--- config.mk ---
export PLATFORM = sky130hd
export DESIGN_NAME = fcc_compare_unit
export DESIGN_NICKNAME = d
export VERILOG_FILES = /design/src/rtl/fcc_pkg.sv /design/src/rtl/fcc_operand_decode.sv /design/src/rtl/fcc_relate.sv /design/src/rtl/fcc_status_reg.sv /design/src/rtl/fcc_compare_unit.sv
export SDC_FILE = /design/constraint.sdc
export NUM_CORES = 1
export LEC_CHECK = 0
export CAP_MARGIN = 20
export CORE_MARGIN = 5
export CORE_UTILIZATION = 42
export CTS_BUF_LIST = sky130_fd_sc_hd__clkbuf_4
export DETAILED_ROUTE_END_ITERATION = 10
export GPL_ROUTABILITY_DRIVEN = 0
export MAX_ROUTING_LAYER = met4
export PLACE_DENSITY = 0.7
export SKIP_LAST_GASP = 1
export SYNTH_ARGS = -nofsm -noshare
export SYNTH_HDL_FRONTEND = slang
export SYNTH_HIERARCHICAL = 1
export SYNTH_SLANG_ARGS = --single-unit
--- constraint.sdc ---
create_clock -name clk -period 12.35 [get_ports clk]
set_input_delay 3.705 -clock clk [delete_from_list [all_inputs] [get_ports clk]]
set_output_delay 3.705 -clock clk [all_outputs]
set_load 0.02 [all_outputs]
--- src/rtl/fcc_pkg.sv ---
package fcc_pkg;
  localparam int STATUS_W  = 64;
  localparam int MAG_W     = 63;
  localparam int OPC_W     = 9;
  localparam int SEL_W     = 2;
  localparam int CODE_W    = 2;

  localparam int SP_EXP_W  = 8;
  localparam int SP_FRAC_W = 23;
  localparam int DP_EXP_W  = 11;
  localparam int DP_FRAC_W = 52;

  localparam int FIELD0_LO    = 10;
  localparam int FIELD_EXT_LO = 30;

  localparam logic [OPC_W-1:0] OPC_QUIET_S = 9'h051;
  localparam logic [OPC_W-1:0] OPC_QUIET_D = 9'h052;
  localparam logic [OPC_W-1:0] OPC_QUIET_Q = 9'h053;
  localparam logic [OPC_W-1:0] OPC_SIG_S   = 9'h054;
  localparam logic [OPC_W-1:0] OPC_SIG_D   = 9'h055;
  localparam logic [OPC_W-1:0] OPC_SIG_Q   = 9'h056;

  typedef enum logic [CODE_W-1:0] {
    FCC_EQ  = 2'd0,
    FCC_LT  = 2'd1,
    FCC_GT  = 2'd2,
    FCC_UNO = 2'd3
  } fcc_code_e;

  typedef struct packed {
    logic             sign;
    logic             nan;
    logic             zero;
    logic [MAG_W-1:0] mag;
  } fcc_opnd_t;

  function automatic int unsigned field_lo(input logic [SEL_W-1:0] sel);
    if (sel == '0) return FIELD0_LO;
    return 2 * int'(sel) + FIELD_EXT_LO;
  endfunction
endpackage

--- src/rtl/fcc_operand_decode.sv ---
module fcc_operand_decode
  import fcc_pkg::*;
#(
  parameter int EXP_W  = 8,
  parameter int FRAC_W = 23,
  localparam int WORD_W = EXP_W + FRAC_W + 1
) (
  input  logic [WORD_W-1:0] word,
  output fcc_opnd_t         info
);
  logic [EXP_W-1:0]  exp_f;
  logic [FRAC_W-1:0] frac_f;

  assign exp_f  = word[WORD_W-2 -: EXP_W];
  assign frac_f = word[FRAC_W-1:0];

  always_comb begin
    info      = '0;
    info.sign = word[WORD_W-1];
    info.nan  = (&exp_f) && (|frac_f);
    info.zero = ~|word[WORD_W-2:0];
    info.mag  = MAG_W'(word[WORD_W-2:0]);
  end
endmodule

--- src/rtl/fcc_relate.sv ---
module fcc_relate
  import fcc_pkg::*;
(
  input  fcc_opnd_t opa,
  input  fcc_opnd_t opb,
  output fcc_code_e code,
  output logic      any_nan
);
  logic mag_lt, mag_gt;

  assign mag_lt  = opa.mag < opb.mag;
  assign mag_gt  = opa.mag > opb.mag;
  assign any_nan = opa.nan | opb.nan;

  always_comb begin
    if (any_nan)
      code = FCC_UNO;
    else if (opa.zero && opb.zero)
      code = FCC_EQ;
    else if (opa.sign != opb.sign)
      code = opa.sign ? FCC_LT : FCC_GT;
    else if (!mag_lt && !mag_gt)
      code = FCC_EQ;
    else if (opa.sign)
      code = mag_lt ? FCC_GT : FCC_LT;
    else
      code = mag_lt ? FCC_LT : FCC_GT;
  end
endmodule

--- src/rtl/fcc_status_reg.sv ---
module fcc_status_reg
  import fcc_pkg::*;
(
  input  logic                clk,
  input  logic                rst,
  input  logic                wr_en,
  input  logic [SEL_W-1:0]    sel,
  input  fcc_code_e           code,
  output logic [STATUS_W-1:0] status_q
);
  localparam int NUM_FIELDS = 1 << SEL_W;

  logic [NUM_FIELDS-1:0] field_hit;

  for (genvar f = 0; f < NUM_FIELDS; f++) begin : g_field
    localparam int LO = field_lo(SEL_W'(f));
    assign field_hit[f] = wr_en && (sel == SEL_W'(f));
    always_ff @(posedge clk) begin
      if (rst)
        status_q[LO +: CODE_W] <= '0;
      else if (field_hit[f])
        status_q[LO +: CODE_W] <= code;
    end
  end

  for (genvar b = 0; b < STATUS_W; b++) begin : g_fixed
    localparam bit IN_FIELD = (b >= field_lo(2'd0) && b < field_lo(2'd0) + CODE_W)
                           || (b >= field_lo(2'd1) && b < field_lo(2'd3) + CODE_W);
    if (!IN_FIELD) begin : g_keep
      always_ff @(posedge clk) begin
        if (rst) status_q[b] <= 1'b0;
      end
    end
  end
endmodule

--- src/rtl/fcc_compare_unit.sv ---
module fcc_compare_unit
  import fcc_pkg::*;
(
  input  logic                clk,
  input  logic                rst,
  input  logic                op_valid,
  input  logic [OPC_W-1:0]    opcode,
  input  logic [SEL_W-1:0]    fcc_sel,
  input  logic [63:0]         src_a,
  input  logic [63:0]         src_b,
  output logic [STATUS_W-1:0] status_q,
  output logic                ieee_exc,
  output logic                other_exc,
  output logic                unimpl
);
  fcc_opnd_t sp_info [2];
  fcc_opnd_t dp_info [2];
  fcc_opnd_t sel_info [2];
  logic [63:0] src [2];

  assign src[0] = src_a;
  assign src[1] = src_b;

  logic is_dbl, is_sig, is_cmp, is_quad;

  always_comb begin
    is_dbl  = 1'b0;
    is_sig  = 1'b0;
    is_cmp  = 1'b0;
    is_quad = 1'b0;
    unique case (opcode)
      OPC_QUIET_S: is_cmp = 1'b1;
      OPC_QUIET_D: begin is_cmp = 1'b1; is_dbl = 1'b1; end
      OPC_SIG_S:   begin is_cmp = 1'b1; is_sig = 1'b1; end
      OPC_SIG_D:   begin is_cmp = 1'b1; is_sig = 1'b1; is_dbl = 1'b1; end
      OPC_QUIET_Q, OPC_SIG_Q: is_quad = 1'b1;
      default: ;
    endcase
  end

  for (genvar k = 0; k < 2; k++) begin : g_opnd
    fcc_operand_decode #(.EXP_W(SP_EXP_W), .FRAC_W(SP_FRAC_W)) u_sp (
      .word (src[k][31:0]),
      .info (sp_info[k])
    );
    fcc_operand_decode #(.EXP_W(DP_EXP_W), .FRAC_W(DP_FRAC_W)) u_dp (
      .word (src[k]),
      .info (dp_info[k])
    );
    assign sel_info[k] = is_dbl ? dp_info[k] : sp_info[k];
  end

  fcc_code_e cmp_code;
  logic      cmp_nan;

  fcc_relate u_relate (
    .opa     (sel_info[0]),
    .opb     (sel_info[1]),
    .code    (cmp_code),
    .any_nan (cmp_nan)
  );

  fcc_status_reg u_status (
    .clk      (clk),
    .rst      (rst),
    .wr_en    (op_valid && is_cmp),
    .sel      (fcc_sel),
    .code     (cmp_code),
    .status_q (status_q)
  );

  always_ff @(posedge clk) begin
    if (rst) begin
      ieee_exc  <= 1'b0;
      other_exc <= 1'b0;
      unimpl    <= 1'b0;
    end else begin
      ieee_exc  <= op_valid && is_cmp && is_sig && cmp_nan;
      other_exc <= op_valid && is_quad;
      unimpl    <= op_valid && !is_cmp && !is_quad;
    end
  end
endmodule

-- Yosys cells after proc, flatten, opt, wreduce, memory -nomap -nowiden
Cells that the tools add are included.
- output and inout bits: 67
- input port bits: 142
- flip-flop bits (word level): 11
- word-level logic and storage cells: 75
- muxes and demuxes: 14
- eq/ne operators: 10
- magnitude comparators: 2
- bitwise operators: 1
- reduce and logical (&&, ||, !) cells: 41
- operators with widths (cell ; count):
    66-bit two-way mux ; 2
    63-bit OR reduction ; 2
    52-bit OR reduction ; 2
    63-bit > comparator ; 1
    63-bit < comparator ; 1
    31-bit OR reduction ; 2
    9-bit by 7-bit == test with 1-bit output (second input constant) ; 6
    23-bit OR reduction ; 2
    11-bit AND reduction ; 2
    1-bit logical AND ; 16
    2-bit two-way mux ; 8
    8-bit AND reduction ; 2
    1-bit logical NOT ; 8
    2-bit OR reduction ; 3
    2-bit == test (second input constant) ; 2
    1-bit two-way mux ; 4
    4-bit OR reduction ; 1
    2-bit by 1-bit == test with 1-bit output (second input constant) ; 1
    2-bit logical NOT ; 1
    1-bit != test ; 1
    1-bit OR ; 1

-- Logic depth before layout (Yosys ltp)
- depth in word-level cells: 11
- mapped depth: 17

-- Cells and area by module
Netlist, hierarchy kept.
- by module, submodules not included (module ; times used ; seq. area each (µm²) ; area an instance (µm²) ; cells an instance):
    fcc_compare_unit ; 1 ; 60.1 ; 2134.5 ; 167
    fcc_relate ; 1 ; 0.0 ; 1731.7 ; 238
    fcc_operand_decode (g_opnd[0].u_dp ...) ; 2 ; 0.0 ; 651.9 ; 90
    fcc_operand_decode (g_opnd[0].u_sp ...) ; 2 ; 0.0 ; 586.8 ; 81
    fcc_status_reg ; 1 ; 160.2 ; 765.7 ; 87

-- Worst setup path after synthesis
No wires, ideal clock.
- path type: input -> register
- start point: input port opcode[2]
- end point: register u_status.status_q[10]
- library setup time: 0.072 ns
- data arrival time: 6.554 ns
- slack: 5.724 ns
- required time: 12.278 ns
- stages on the path: 17
- cell sequence: and3b_1 o211ai_2 buf_6 buf_8 mux2_4 inv_1 ha_1 a21oi_1 a21oi_1 nor3_1 nor3_1 a2111oi_4 o211ai_4 and2b_1 o31ai_2 nand2b_1 mux2i_1
- cells in the longest elaborated chain, start to end: 11
- ends and longest elaborated chain (element ; line ; RTL):
    start: declaration ; fcc_compare_unit.sv:7 ; input logic [OPC_W-1:0] opcode,
    9-bit by 7-bit == test with 1-bit output ; fcc_compare_unit.sv:31 ; unique case (opcode)
    2-bit OR reduction (no source line) (*) ; - ;
    1-bit two-way mux (*) ; fcc_compare_unit.sv:31 ;
    66-bit two-way mux ; fcc_compare_unit.sv:50 ; assign sel_info[k] = is_dbl ? dp_info[k] : sp_info[k];
    63-bit < comparator or 63-bit > comparator (tied branches) ; fcc_relate.sv:11, fcc_relate.sv:12 ;
    2-bit two-way mux (tied with other cells) ; fcc_relate.sv:27 ; code = mag_lt ? FCC_LT : FCC_GT;
    2-bit two-way mux or 1-bit logical AND (tied branches) ; fcc_relate.sv:24, fcc_relate.sv:22 ;
    2-bit two-way mux ; fcc_relate.sv:22 ; else if (!mag_lt && !mag_gt)
    2-bit two-way mux ; fcc_relate.sv:20 ; else if (opa.sign != opb.sign)
    2-bit two-way mux ; fcc_relate.sv:18 ; else if (opa.zero && opb.zero)
    2-bit two-way mux (*) ; fcc_relate.sv:16 ; if (any_nan)
    via cmp_code[0] ; fcc_compare_unit.sv:53 ; fcc_code_e cmp_code;
    end signal: indexed assignment ; fcc_status_reg.sv:22 ; status_q[LO +: CODE_W] <= code;
    end: declaration ; fcc_status_reg.sv:9 ; output logic [STATUS_W-1:0] status_q
Mark *: on every way through the listed nets, which the timed path passes. The rest lies on a longest branch.
A chain may end at the register's enable or synchronous reset.

==> impl_metrics.sql <==
INSERT INTO impl_metrics (metric_group, metric, value, unit) VALUES
('outcome', 'status', 'finished clean', ''),
('finish', 'post-route-util', '0.4166', ''),
('die', 'rows', '47', ''),
('yosys', 'post_synth.cell_area_avg', '8.524', 'sq um'),
('global_route', 'grt_first_pass_wirelength', '21.62', 'mm'),
('finish', 'fraction_of_layout_cells_with_a_size_suffix_above_1', '0.2084', ''),
('yosys', 'synth.distinct_cells', '53', ''),
('finish', 'final_common_cell', 'clkdlybuf4s50_1', ''),
('global_route', 'grt_max_degree', '133', ''),
('timing', 'totalNegativeSetupSlack', '0', 'ns'),
('clock_tree', 'cts_hold_bufs', '0', ''),
('yosys', 'synth_top_area_frac', '0.3295', ''),
('clock_tree', 'tritoncts', 'done', ''),
('yosys', 'synth_top_cells_by_area', 'buf_4, mux2_4, ha_1', ''),
('finish', 'sequential_cell_area', '220.2', 'sq um'),
('route', 'drtIter0Drc', '152', ''),
('min_path', 'min_delay_worst_endpoint', 'u_status/status_q[11]', ''),
('clock_tree', 'worst_skew_pair.late_latency', '0.26', 'ns'),
('timing', 'setup_viol_count_final', '0', ''),
('die', 'floorplan.die_area', '19630', 'sq um'),
('route', 'drc', '0', ''),
('yosys', 'synth_top_area_cell', 'buf_4', ''),
('clock_tree', 'quantity_of_gates_resized_following_cts', '0', ''),
('finish', 'area_of_the_multi_input_gates', '4594', 'sq um'),
('timing', 'grt_setup_unrepaired', 'false', ''),
('clock_tree', 'ctsLongestPathBuffers', '2', ''),
('worst_setup_path', 'worst_path_required_time', '12.54', 'ns'),
('clock_tree', 'cts_num_sinks', '11', ''),
('worst_setup_path', 'timing.critical_path.from_type', 'input pin', ''),
('worst_setup_path', 'ff_to_ff_path_depth', '2', ''),
('timing', 'drv_slew', '0', ''),
('worst_setup_path', 'cp_max_fo', '132', ''),
('global_route', 'grt_pass1_vias', '4383', ''),
('timing', 'finClkSkew', '0', 'ns'),
('timing', 'worstMarginPinSlew', '0.8861', 'ns'),
('yosys', 'syn-instance-count', '834', ''),
('route', 'wl_per_cell', '14.01', 'microns'),
('min_path', 'timing.hold.worst.start', 'u_status/status_q[11]', ''),
('route', 'drt-pass1-iter-count', '4', ''),
('global_route', 'grt_usage', '0.1370', ''),
('die', 'die_x_extent', '140.1', 'microns'),
('worst_setup_path', 'crit_type', 'in -> reg', ''),
('power_and_ir_drop', 'vdd_ir_drop_max', '0.02577', 'mV'),
('finish', 'post_layout_nets', '988', ''),
('power_and_ir_drop', 'power.leakage', '0.003346', 'uW'),
('clock_tree', 'numCtsBuffers', '3', ''),
('timing', 'timing.hold.ws', '0.4727', 'ns'),
('die', 'initial_core_utilization', '0.4287', ''),
('yosys', 'synth.ff_latch_count', '11', ''),
('finish', 'flow.area_growth_from_synthesis', '-2.833', '%'),
('yosys', 'share_of_the_yosys_chip_area_belonging_to_registers', '0.03098', ''),
('min_path', 'worst_hold_path_type', 'reg -> reg', ''),
('clock_tree', 'clk_pin_slew_worst_paths', '0.07', 'ns'),
('placement', 'numPortBuffers', '152', ''),
('timing', 'maximum_clock_frequency', '129.3', 'MHz'),
('die', 'floorplan.io_pins', '209', ''),
('yosys', 'number_of_enable_type_register_cells_in_the_synthesized_netlist', '0', ''),
('die', 'placeableCoreArea', '16580', 'sq um'),
('job', 'timing.max_cap.violations', '0', ''),
('yosys', 'ys_async_sr_fraction', '0', ''),
('timing', 'final.min_clock_period', '7.735', 'ns'),
('finish', 'layout_common_cells', 'clkdlybuf4s50_1, conb_1, mux2_4, inv_1, ha_1', ''),
('route', 'routed_wirelength', '14.06', 'mm'),
('clock_tree', 'htree_levels', '1', ''),
('die', 'dieHeight', '140.1', 'microns'),
('route', 'detail_route.vias_per_cell', '4.449', ''),
('worst_setup_path', 'timing.rr.end', 'u_status/status_q[10]', ''),
('worst_setup_path', 'reg2reg_setup_slack', '11.72', 'ns'),
('timing', 'final.period_utilization', '0.6263', ''),
('timing', 'hold_violations', '0', ''),
('global_route', 'grt-ovfl-total', '0', '');
## worst max-delay path by stage
stage               slack (ns)  depth (start not counted)      start                     to
floorplan                 5.72                         17  opcode[2]  u_status/status_q[10]
global placement          4.50                         16  opcode[1]  u_status/status_q[10]
detailed placement        4.38                         16  opcode[1]  u_status/status_q[10]
CTS                       4.62                         16  opcode[2]  u_status/status_q[10]
global route              4.30                         16  opcode[1]  u_status/status_q[11]
finish                    4.62                         16  opcode[2]  u_status/status_q[10]
## cells by family after synthesis
| logic type | count (synthesis) | synth area share |
|---|---|---|
| simple gates | 169 | 0.1540 |
| buf+inv | 391 | 0.3858 |
| fa+ha+maj | 63 | 0.1109 |
| flops | 11 | 0.03097 |
| mux | 140 | 0.2626 |
| compound gates | 56 | 0.05297 |
| xor+xnor | 1 | 0.001232 |
| other cells | 3 | 0.001584 |
## metal layers
metal / up-vias / wire (microns) / global-route usage
met5: - / 0 / -
met4: 0 / 150 / 0.02040
met3: 10 / 923 / 0.02386
met2: 128 / 6695 / 0.2342
met1: 1950 / 6286 / 0.1732
li1: 2374 / - / -
## flip-flops by register name, indices dropped and copies added (netlist names)
name / cells
u_status/status_q: 8
ieee_exc: 1
other_exc: 1
unimpl: 1
## synth_stat cells (2+ instances only)
| master | instances |
|---|---|
| a21o_1 | 4 |
| a21oi_1 | 28 |
| a221oi_1 | 2 |
| and4_1 | 4 |
| buf_2 | 5 |
| buf_4 | 312 |
| buf_8 | 8 |
| conb_1 | 3 |
| dfxtp_1 | 11 |
| ha_1 | 63 |
| inv_1 | 65 |
| mux2_2 | 52 |
| mux2_4 | 80 |
| mux2i_1 | 8 |
| nand2_1 | 26 |
| nand2b_1 | 12 |
| nand3_1 | 13 |
| nand3b_1 | 3 |
| nand4_1 | 21 |
| nand4_2 | 4 |
| nor2_1 | 10 |
| nor3_1 | 10 |
| nor3_2 | 2 |
| nor4_1 | 43 |
| nor4_2 | 6 |
| nor4_4 | 2 |
| o21a_1 | 2 |
| o21ai_0 | 9 |
| o21ai_1 | 2 |
## critical path, stage by stage
cell             delay [ns]
clkdlybuf4s50_1        0.53
and3b_1                0.27
o211ai_4               0.19
buf_12                 0.60
mux2_4                 0.35
ha_1                   0.33
a21oi_1                0.16
o21ai_1                0.09
a221oi_1               0.31
o211ai_1               0.17
a21oi_1                0.26
o211ai_4               0.13
and2b_1                0.19
o31ai_2                0.19
nand2b_1               0.14
mux2i_1                0.16
## layout make-up
type | count | share of cell area
multi-input cells | 549 | 0.6651
repair buffers | 153 | 0.2231
well taps | 220 | 0.03985
inverters | 65 | 0.03532
flip-flops and latches | 11 | 0.03188
clock buffers | 4 | 0.004347
diodes | 1 | 0.0003623
## stage by stage
stage	setup WS, ns	instance area, sq um	power (uW)	instances
after CTS	4.619	6905	235.9	1002
after global routing	4.302	6908	254.5	1003
final	4.615	6908	234.5	1003
after detailed placement	4.381	6875	208.8	998
after floorplan	5.724	7548	202.8	951
after global placement	4.502	6875	205.7	998
## power by group
| part | internal [uW] | switching, uW | total (uW) |
|---|---|---|---|
| clock | 14.7 | 11.6 | 26.2 |
| combinational | 91.5 | 81.1 | 173 |
| sequential | 35.6 | 0.0478 | 35.7 |
| total | 142 | 92.7 | 235 |
(Power assumes the default switching activity.)
